$ cat src/rtl/dseg_pkg.sv
package dseg_pkg;

  // Register port location map
  typedef enum logic [1:0] {
    SEL_START = 2'd0,
    SEL_END   = 2'd1,
    SEL_DISP  = 2'd2,
    SEL_COUNT = 2'd3
  } dseg_sel_e;

  // Response source flag
  typedef enum logic {
    SRC_PAGE = 1'b0,
    SRC_SEG  = 1'b1
  } dseg_src_e;

endpackage

$ cat src/rtl/dseg_regs.sv
module dseg_regs
  import dseg_pkg::*;
#(
  parameter int VA_W  = 47,
  parameter int CNT_W = 16
) (
  input  logic             clk,
  input  logic             rst_n,
  input  logic             cfg_we,
  input  logic [1:0]       cfg_addr,
  input  logic [VA_W-1:0]  cfg_wdata,
  output logic [VA_W-1:0]  cfg_rdata,
  input  logic             cnt_inc,
  output logic [VA_W-1:0]  win_start,
  output logic [VA_W-1:0]  win_end,
  output logic [VA_W-1:0]  win_disp
);

  localparam logic [CNT_W-1:0] CNT_MAX = {CNT_W{1'b1}};

  dseg_sel_e        sel;
  logic [VA_W-1:0]  start_q, end_q, disp_q;
  logic [VA_W-1:0]  start_d, end_d, disp_d;
  logic [CNT_W-1:0] cnt_q, cnt_d;
  logic             start_en, end_en, disp_en, cnt_en, cnt_clr;

  // Next-state logic
  always_comb begin
    sel      = dseg_sel_e'(cfg_addr);
    start_en = cfg_we && (sel == SEL_START);
    end_en   = cfg_we && (sel == SEL_END);
    disp_en  = cfg_we && (sel == SEL_DISP);
    cnt_clr  = cfg_we && (sel == SEL_COUNT);
    start_d  = cfg_wdata;
    end_d    = cfg_wdata;
    disp_d   = cfg_wdata;
    cnt_en   = cnt_clr || (cnt_inc && (cnt_q != CNT_MAX));
    cnt_d    = cnt_clr ? '0 : (cnt_q + 1'b1);
  end

  // State registers with explicit enables
  always_ff @(posedge clk or negedge rst_n) begin
    if (!rst_n) begin
      start_q <= '0;
      end_q   <= '0;
      disp_q  <= '0;
      cnt_q   <= '0;
    end else begin
      if (start_en) start_q <= start_d;
      if (end_en)   end_q   <= end_d;
      if (disp_en)  disp_q  <= disp_d;
      if (cnt_en)   cnt_q   <= cnt_d;
    end
  end

  // Read mux
  always_comb begin
    unique case (sel)
      SEL_START: cfg_rdata = start_q;
      SEL_END:   cfg_rdata = end_q;
      SEL_DISP:  cfg_rdata = disp_q;
      default:   cfg_rdata = VA_W'(cnt_q);
    endcase
  end

  assign win_start = start_q;
  assign win_end   = end_q;
  assign win_disp  = disp_q;

  // Saturation: a full counter without a clear stays full
  assert_cnt_sat_R9: assert property (@(posedge clk) disable iff (!rst_n)
    (cnt_q == CNT_MAX && !cnt_clr) |=> (cnt_q == CNT_MAX));

  // Counter never jumps by more than one without a clear
  assert_cnt_step_R9: assert property (@(posedge clk) disable iff (!rst_n)
    (!cnt_clr && cnt_q != CNT_MAX) |=>
      (cnt_q == $past(cnt_q) || cnt_q == $past(cnt_q) + 1'b1));

  // A window-end write shows up at the following edge
  assert_wr_delay_R7: assert property (@(posedge clk) disable iff (!rst_n)
    (cfg_we && cfg_addr == 2'd1) |=> (end_q == $past(cfg_wdata)));

endmodule

$ cat src/rtl/dseg_range.sv
module dseg_range #(
  parameter int VA_W = 47,
  parameter int PA_W = 47
) (
  input  logic [VA_W-1:0] va,
  input  logic [VA_W-1:0] win_start,
  input  logic [VA_W-1:0] win_end,
  input  logic [VA_W-1:0] win_disp,
  output logic            seg_hit,
  output logic [PA_W-1:0] seg_pa
);

  logic            above_start;
  logic            below_end;
  logic [VA_W-1:0] diff;

  always_comb begin
    above_start = (va >= win_start);
    below_end   = (va < win_end);   // end is exclusive
    seg_hit     = above_start && below_end;
    diff        = va - win_disp;
  end

  generate
    if (PA_W == VA_W) begin : g_full
      assign seg_pa = diff;
    end else begin : g_trunc
      assign seg_pa = diff[PA_W-1:0];
    end
  endgenerate

endmodule

$ cat src/rtl/dseg_rsp.sv
module dseg_rsp #(
  parameter int PA_W = 47
) (
  input  logic            clk,
  input  logic            rst_n,
  input  logic            in_fire,
  input  logic [PA_W-1:0] in_pa,
  input  logic            in_src,
  input  logic            in_miss,
  output logic            in_ready,
  output logic            rsp_valid,
  input  logic            rsp_ready,
  output logic [PA_W-1:0] rsp_pa,
  output logic            rsp_src,
  output logic            rsp_miss
);

  logic            valid_q, valid_d;
  logic [PA_W-1:0] pa_q;
  logic            src_q, miss_q;
  logic            load_en;

  always_comb begin
    in_ready = !valid_q || rsp_ready;
    load_en  = in_fire;
    if (in_fire)        valid_d = 1'b1;
    else if (rsp_ready) valid_d = 1'b0;
    else                valid_d = valid_q;
  end

  always_ff @(posedge clk or negedge rst_n) begin
    if (!rst_n) begin
      valid_q <= 1'b0;
      pa_q    <= '0;
      src_q   <= 1'b0;
      miss_q  <= 1'b0;
    end else begin
      valid_q <= valid_d;
      if (load_en) begin
        pa_q   <= in_pa;
        src_q  <= in_src;
        miss_q <= in_miss;
      end
    end
  end

  assign rsp_valid = valid_q;
  assign rsp_pa    = pa_q;
  assign rsp_src   = src_q;
  assign rsp_miss  = miss_q;

  assert_hold_R10: assert property (@(posedge clk) disable iff (!rst_n)
    (rsp_valid && !rsp_ready) |=>
      (rsp_valid && $stable(rsp_pa) && $stable(rsp_src) && $stable(rsp_miss)));

  assert_latency_R11: assert property (@(posedge clk) disable iff (!rst_n)
    in_fire |=> rsp_valid);

  assert_seg_nomiss_R6: assert property (@(posedge clk) disable iff (!rst_n)
    (rsp_valid && rsp_src) |-> !rsp_miss);

endmodule

$ cat src/rtl/dseg_xlate.sv
module dseg_xlate
  import dseg_pkg::*;
#(
  parameter int VA_W  = 47,
  parameter int PA_W  = 47,
  parameter int CNT_W = 16
) (
  input  logic            clk,
  input  logic            rst_n,
  input  logic            cfg_we,
  input  logic [1:0]      cfg_addr,
  input  logic [VA_W-1:0] cfg_wdata,
  output logic [VA_W-1:0] cfg_rdata,
  input  logic            req_valid,
  output logic            req_ready,
  input  logic [VA_W-1:0] req_va,
  input  logic            tlb_hit,
  input  logic [PA_W-1:0] tlb_pa,
  output logic            walk_req,
  output logic            rsp_valid,
  input  logic            rsp_ready,
  output logic [PA_W-1:0] rsp_pa,
  output logic            rsp_src,
  output logic            rsp_miss
);

  logic [VA_W-1:0] win_start, win_end, win_disp;
  logic            seg_hit;
  logic [PA_W-1:0] seg_pa;
  logic            fire;
  logic            cnt_inc;
  logic [PA_W-1:0] sel_pa;
  dseg_src_e       sel_src;
  logic            sel_miss;

  dseg_regs #(.VA_W(VA_W), .CNT_W(CNT_W)) u_regs (
    .clk       (clk),
    .rst_n     (rst_n),
    .cfg_we    (cfg_we),
    .cfg_addr  (cfg_addr),
    .cfg_wdata (cfg_wdata),
    .cfg_rdata (cfg_rdata),
    .cnt_inc   (cnt_inc),
    .win_start (win_start),
    .win_end   (win_end),
    .win_disp  (win_disp)
  );

  dseg_range #(.VA_W(VA_W), .PA_W(PA_W)) u_range (
    .va        (req_va),
    .win_start (win_start),
    .win_end   (win_end),
    .win_disp  (win_disp),
    .seg_hit   (seg_hit),
    .seg_pa    (seg_pa)
  );

  // Result selection: a segment hit overrides the paging answer
  always_comb begin
    fire     = req_valid && req_ready;
    sel_pa   = seg_hit ? seg_pa : tlb_pa;
    sel_src  = seg_hit ? SRC_SEG : SRC_PAGE;
    sel_miss = !seg_hit && !tlb_hit;
    walk_req = fire && sel_miss;
    cnt_inc  = fire && seg_hit && !tlb_hit;
  end

  dseg_rsp #(.PA_W(PA_W)) u_rsp (
    .clk       (clk),
    .rst_n     (rst_n),
    .in_fire   (fire),
    .in_pa     (sel_pa),
    .in_src    (sel_src),
    .in_miss   (sel_miss),
    .in_ready  (req_ready),
    .rsp_valid (rsp_valid),
    .rsp_ready (rsp_ready),
    .rsp_pa    (rsp_pa),
    .rsp_src   (rsp_src),
    .rsp_miss  (rsp_miss)
  );

  // An empty window never claims a request
  assert_off_when_equal_R5: assert property (@(posedge clk) disable iff (!rst_n)
    (req_valid && win_start == win_end) |-> !seg_hit);

  // The exclusive end address is never claimed
  assert_end_excl_R4: assert property (@(posedge clk) disable iff (!rst_n)
    (req_valid && req_va == win_end) |-> !seg_hit);

endmodule

$ cat config.mk
export PLATFORM = sky130hd
export DESIGN_NAME = dseg_xlate
export DESIGN_NICKNAME = d
export VERILOG_FILES = /design/src/rtl/dseg_pkg.sv /design/src/rtl/dseg_regs.sv /design/src/rtl/dseg_range.sv /design/src/rtl/dseg_rsp.sv /design/src/rtl/dseg_xlate.sv
export SDC_FILE = /design/constraint.sdc
export NUM_CORES = 1
export LEC_CHECK = 0
export BUFFER_PORTS_ARGS = -buffer_cell sky130_fd_sc_hd__buf_4
export CAP_MARGIN = 30
export CORE_UTILIZATION = 58
export DETAILED_ROUTE_END_ITERATION = 7
export PLACE_DENSITY = 0.93
export SLEW_MARGIN = 5
export SYNTH_ARGS = -nofsm -noshare
export SYNTH_HDL_FRONTEND = slang
export SYNTH_SLANG_ARGS = --single-unit
$ cat constraint.sdc
create_clock -name clk -period 4.1 [get_ports clk]
set_input_delay 0 -clock clk [delete_from_list [all_inputs] [get_ports clk]]
set_output_delay 0 -clock clk [all_outputs]
set_load 0.1 [all_outputs]
==> run metrics <==
status=completed; H-tree Lvls=1; Tmin final=3.894 ns; Slew headroom=30.68%; GPL Wtd Cong=0.9648; Worst Skew=0.01048 ns; Vias/cell=6.335; Core Util, Final=75.40%; clock net sink count=207; core area=24250 sq um; pins over their slew limit=0; Seq/Total Area, Yosys=36.18%; nets=2147; Syn. warnings=0; final setup fails=0; io pins=248; Global Route Usage Sum=38.23%; register bit total from synthesis=207; FMAX=0.2568 GHz; # fillers=1548; die width=159.1 um; Initial Util=59.05%; r2r worst-path depth=12; startpoint types=register; cell row count=57; CTS Buf Count=24; largest net degree at the start of global routing=94; Die ar.=25320 sq um; slowest cell on the critical path=o41ai_1; Die Ht=159.1 um; Worst-Skew Late Latency=0.53 ns; vias in the first global route=14622; Worst Path Max Fanout=5; first-pass GRT wire length=76730 um; Iteration-0 DRC Markers=1336; Min-Delay Path Class=in2reg; root buffer cell=clkbuf_16; Static Leakage=9.094 nW; # DRC=0; RSZ-0062 raised after global routing=no; ys flop type=dfrtp_1; crit path cell chain=inv_1 -> ha_1 -> o211ai_1 -> a21oi_1 -> o41ai_1 -> a211oi_1 -> or3_1 -> a41oi_2 -> o31ai_1 -> a31oi_1 -> xnor2_1 -> o31ai_1; Post-DP Area=16470 sq um; PnR worst setup slack=0.2061 ns; design area=18280 sq um; Pwr Density=542.3 nW/um^2; Worst setup EP type=register; cell mode on critical path=o31ai_1; synthesized net count=1825; area grow syn2layout=27.68%; Yosys cell types=60; cells after synthesis=1535; Port Buffers=247; IR drop worst, VDD=466.6 uV; WP data arrival=4.31 ns; final wirelength=48570 um; Final Hold Viols=0; fraction of layout cells with a size suffix above 1=23.04%; Total Neg Setup Slack=0 ns; antenna violations before repair=2; max_cap viols=0; required time of the worst setup path=4.52 ns; Worst-Margin Slew=1.040 ns; synthesized cell area=14320 sq um; Final Cycle Share=94.97%; via count=13943; Crit Path Class=reg2reg; TritonRoute pass-1 iters=6; CTS tree=built; Hold Path Cell Cnt=4; Place WS=0.3980 ns; worst-case clock buffer depth=3; syn avg cell area=9.328 sq um; Post-DRT Antenna Nets=0; Avg WL per Cell=22.07 um; GRT overflow=0; Post-synth ARST share=100.0%; clk slew on worst S/H paths=0.06 ns; dpl hpwl=31980 um; CP max stage delay=0.81 ns; EDFF count, synth=0
final timing paths:
path,startpoint,end,slack (ns)
max reg2reg,u_regs.win_disp[3]$_DFFE_PN0P_,u_rsp.rsp_pa[46]$_DFFE_PN0P_,0.21
max,u_regs.win_disp[3]$_DFFE_PN0P_,u_rsp.rsp_pa[46]$_DFFE_PN0P_,0.21
max in group asynchronous,rst_n,u_rsp.rsp_pa[32]$_DFFE_PN0P_,2.91
min in group asynchronous,rst_n,u_regs.win_disp[17]$_DFFE_PN0P_,0.10
min reg2reg,u_rsp.rsp_pa[8]$_DFFE_PN0P_,u_rsp.rsp_pa[8]$_DFFE_PN0P_,0.48
min,tlb_hit,u_regs.cnt_q[0]$_DFFE_PN0P_,0.03
placed cells by master, fill, tap and decap left out, types with 8 or more instances in the layout:
cell,n
dlygate4sd3_1,98
dfrtp_1,207
mux2_2,96
xnor2_1,29
a21oi_1,92
o21a_1,10
nand2_1,164
nand4_1,27
o31ai_1,10
mux4_2,16
a211oi_1,8
nand3_1,14
nand2b_1,12
nor3_1,14
nor2_1,49
buf_4,261
and2_1,8
mux2i_1,68
nor2b_1,11
a21o_1,58
and3_1,11
o21ai_0,164
clkbuf_16,25
ha_1,140
inv_1,153
or3_1,12
xor2_1,11
a31oi_1,12
power breakdown:
group          internal (mW)  switching (mW)
Clock                   1.32           0.914
Sequential              2.44           0.313
Combinational           1.53            3.40
final cells by class:
cell class	instances	area (sq um)	share of cell area (%)
clock inverter	11	113.9	0.6228
multi-input combinational	1109	8332	45.57
inverter	153	574.3	3.141
sequential	207	5180	28.33
antenna	2	5.005	0.02737
timing repair buffer	362	2977	16.28
tap	324	405.4	2.217
clock buffer	33	695.7	3.805
cells by family after synthesis:
family                   after synthesis  share of synthesized area (%)
AO/OA/AOI/OAI                        403                          17.08
AND/OR/NAND/NOR                      345                          11.24
buffers and inverters                219                          5.863
flip-flops                           207                          36.18
multiplexers                         180                          14.82
adder cells (fa/ha/maj)              141                          12.37
XOR/XNOR                              40                          2.447
Yosys cell counts (6+ instances only):
| master | n | share of area [%] |
|---|---|---|
| o211ai_1 | 7 | 0.37 |
| and3_1 | 11 | 0.48 |
| o21ai_0 | 164 | 5.7 |
| mux2_2 | 96 | 7.5 |
| and2_1 | 8 | 0.35 |
| nand4_1 | 27 | 1.2 |
| xor2_1 | 11 | 0.67 |
| o21a_1 | 10 | 0.52 |
| mux2i_1 | 68 | 4.8 |
| clkbuf_1 | 54 | 1.4 |
| inv_1 | 153 | 4.0 |
| nor2_1 | 49 | 1.3 |
| a31oi_1 | 12 | 0.52 |
| dfrtp_1 | 207 | 36 |
| o2111ai_1 | 6 | 0.37 |
| nand3_1 | 14 | 0.49 |
| nor4_1 | 6 | 0.26 |
| mux4_2 | 16 | 2.5 |
| o31ai_1 | 10 | 0.52 |
| xnor2_1 | 29 | 1.8 |
| nor2b_1 | 12 | 0.52 |
| or3_1 | 12 | 0.52 |
| ha_1 | 140 | 12 |
| a21o_1 | 58 | 3.0 |
| nor3_1 | 14 | 0.49 |
| a211oi_1 | 8 | 0.42 |
| a21oi_1 | 92 | 3.2 |
| nand2b_1 | 12 | 0.52 |
| nand2_1 | 166 | 4.4 |
| o21bai_1 | 7 | 0.37 |
through the flow:
| step | hold slack, ns | power (mW) | instances |
|---|---|---|---|
| after floorplan | -0.2956 | 6.191 | 1535 |
| after global placement | 0.1099 | 7.278 | 2057 |
| after detailed placement | 0.1047 | 7.421 | 2057 |
| after CTS | 0.004795 | 9.731 | 2199 |
| after global routing | 0.02996 | 10.29 | 2201 |
| final | 0.03093 | 9.915 | 2201 |
metal layers:
layer	global-route usage, %	wire length, um	share of wire (%)
met5	0	0	0
met4	23.56	2772	5.7
met3	7.085	4683	9.6
met1	45.63	17850	37
met2	64.15	23260	48
sequential cells by signal (all words and copies together) (netlist names):
name	cells
u_regs.win_start	47
u_rsp.rsp_miss	1
u_rsp.rsp_valid	1
u_regs.win_end	47
u_regs.win_disp	47
u_rsp.rsp_pa	47
u_rsp.rsp_src	1
u_regs.cnt_q	16
timing repair:
item,CTS,global route
setup buffers,0,0
endpoints found under the setup margin,0,5
endpoints found under the hold margin,275,0
hold buffers,98,0
gates resized for setup,0,3
critical path, delay by kind of cell (launching register included):
family,cells,cell delay (ns)
buffers and inverters,1,0.05
and+or+nand+nor,1,0.49
xor gates and xnor gates,1,0.12
AOI/OAI and AO/OA,8,2.40
adders and majority gates,1,0.35
DFF,1,0.37
Power figures use the tool's default switching activity.
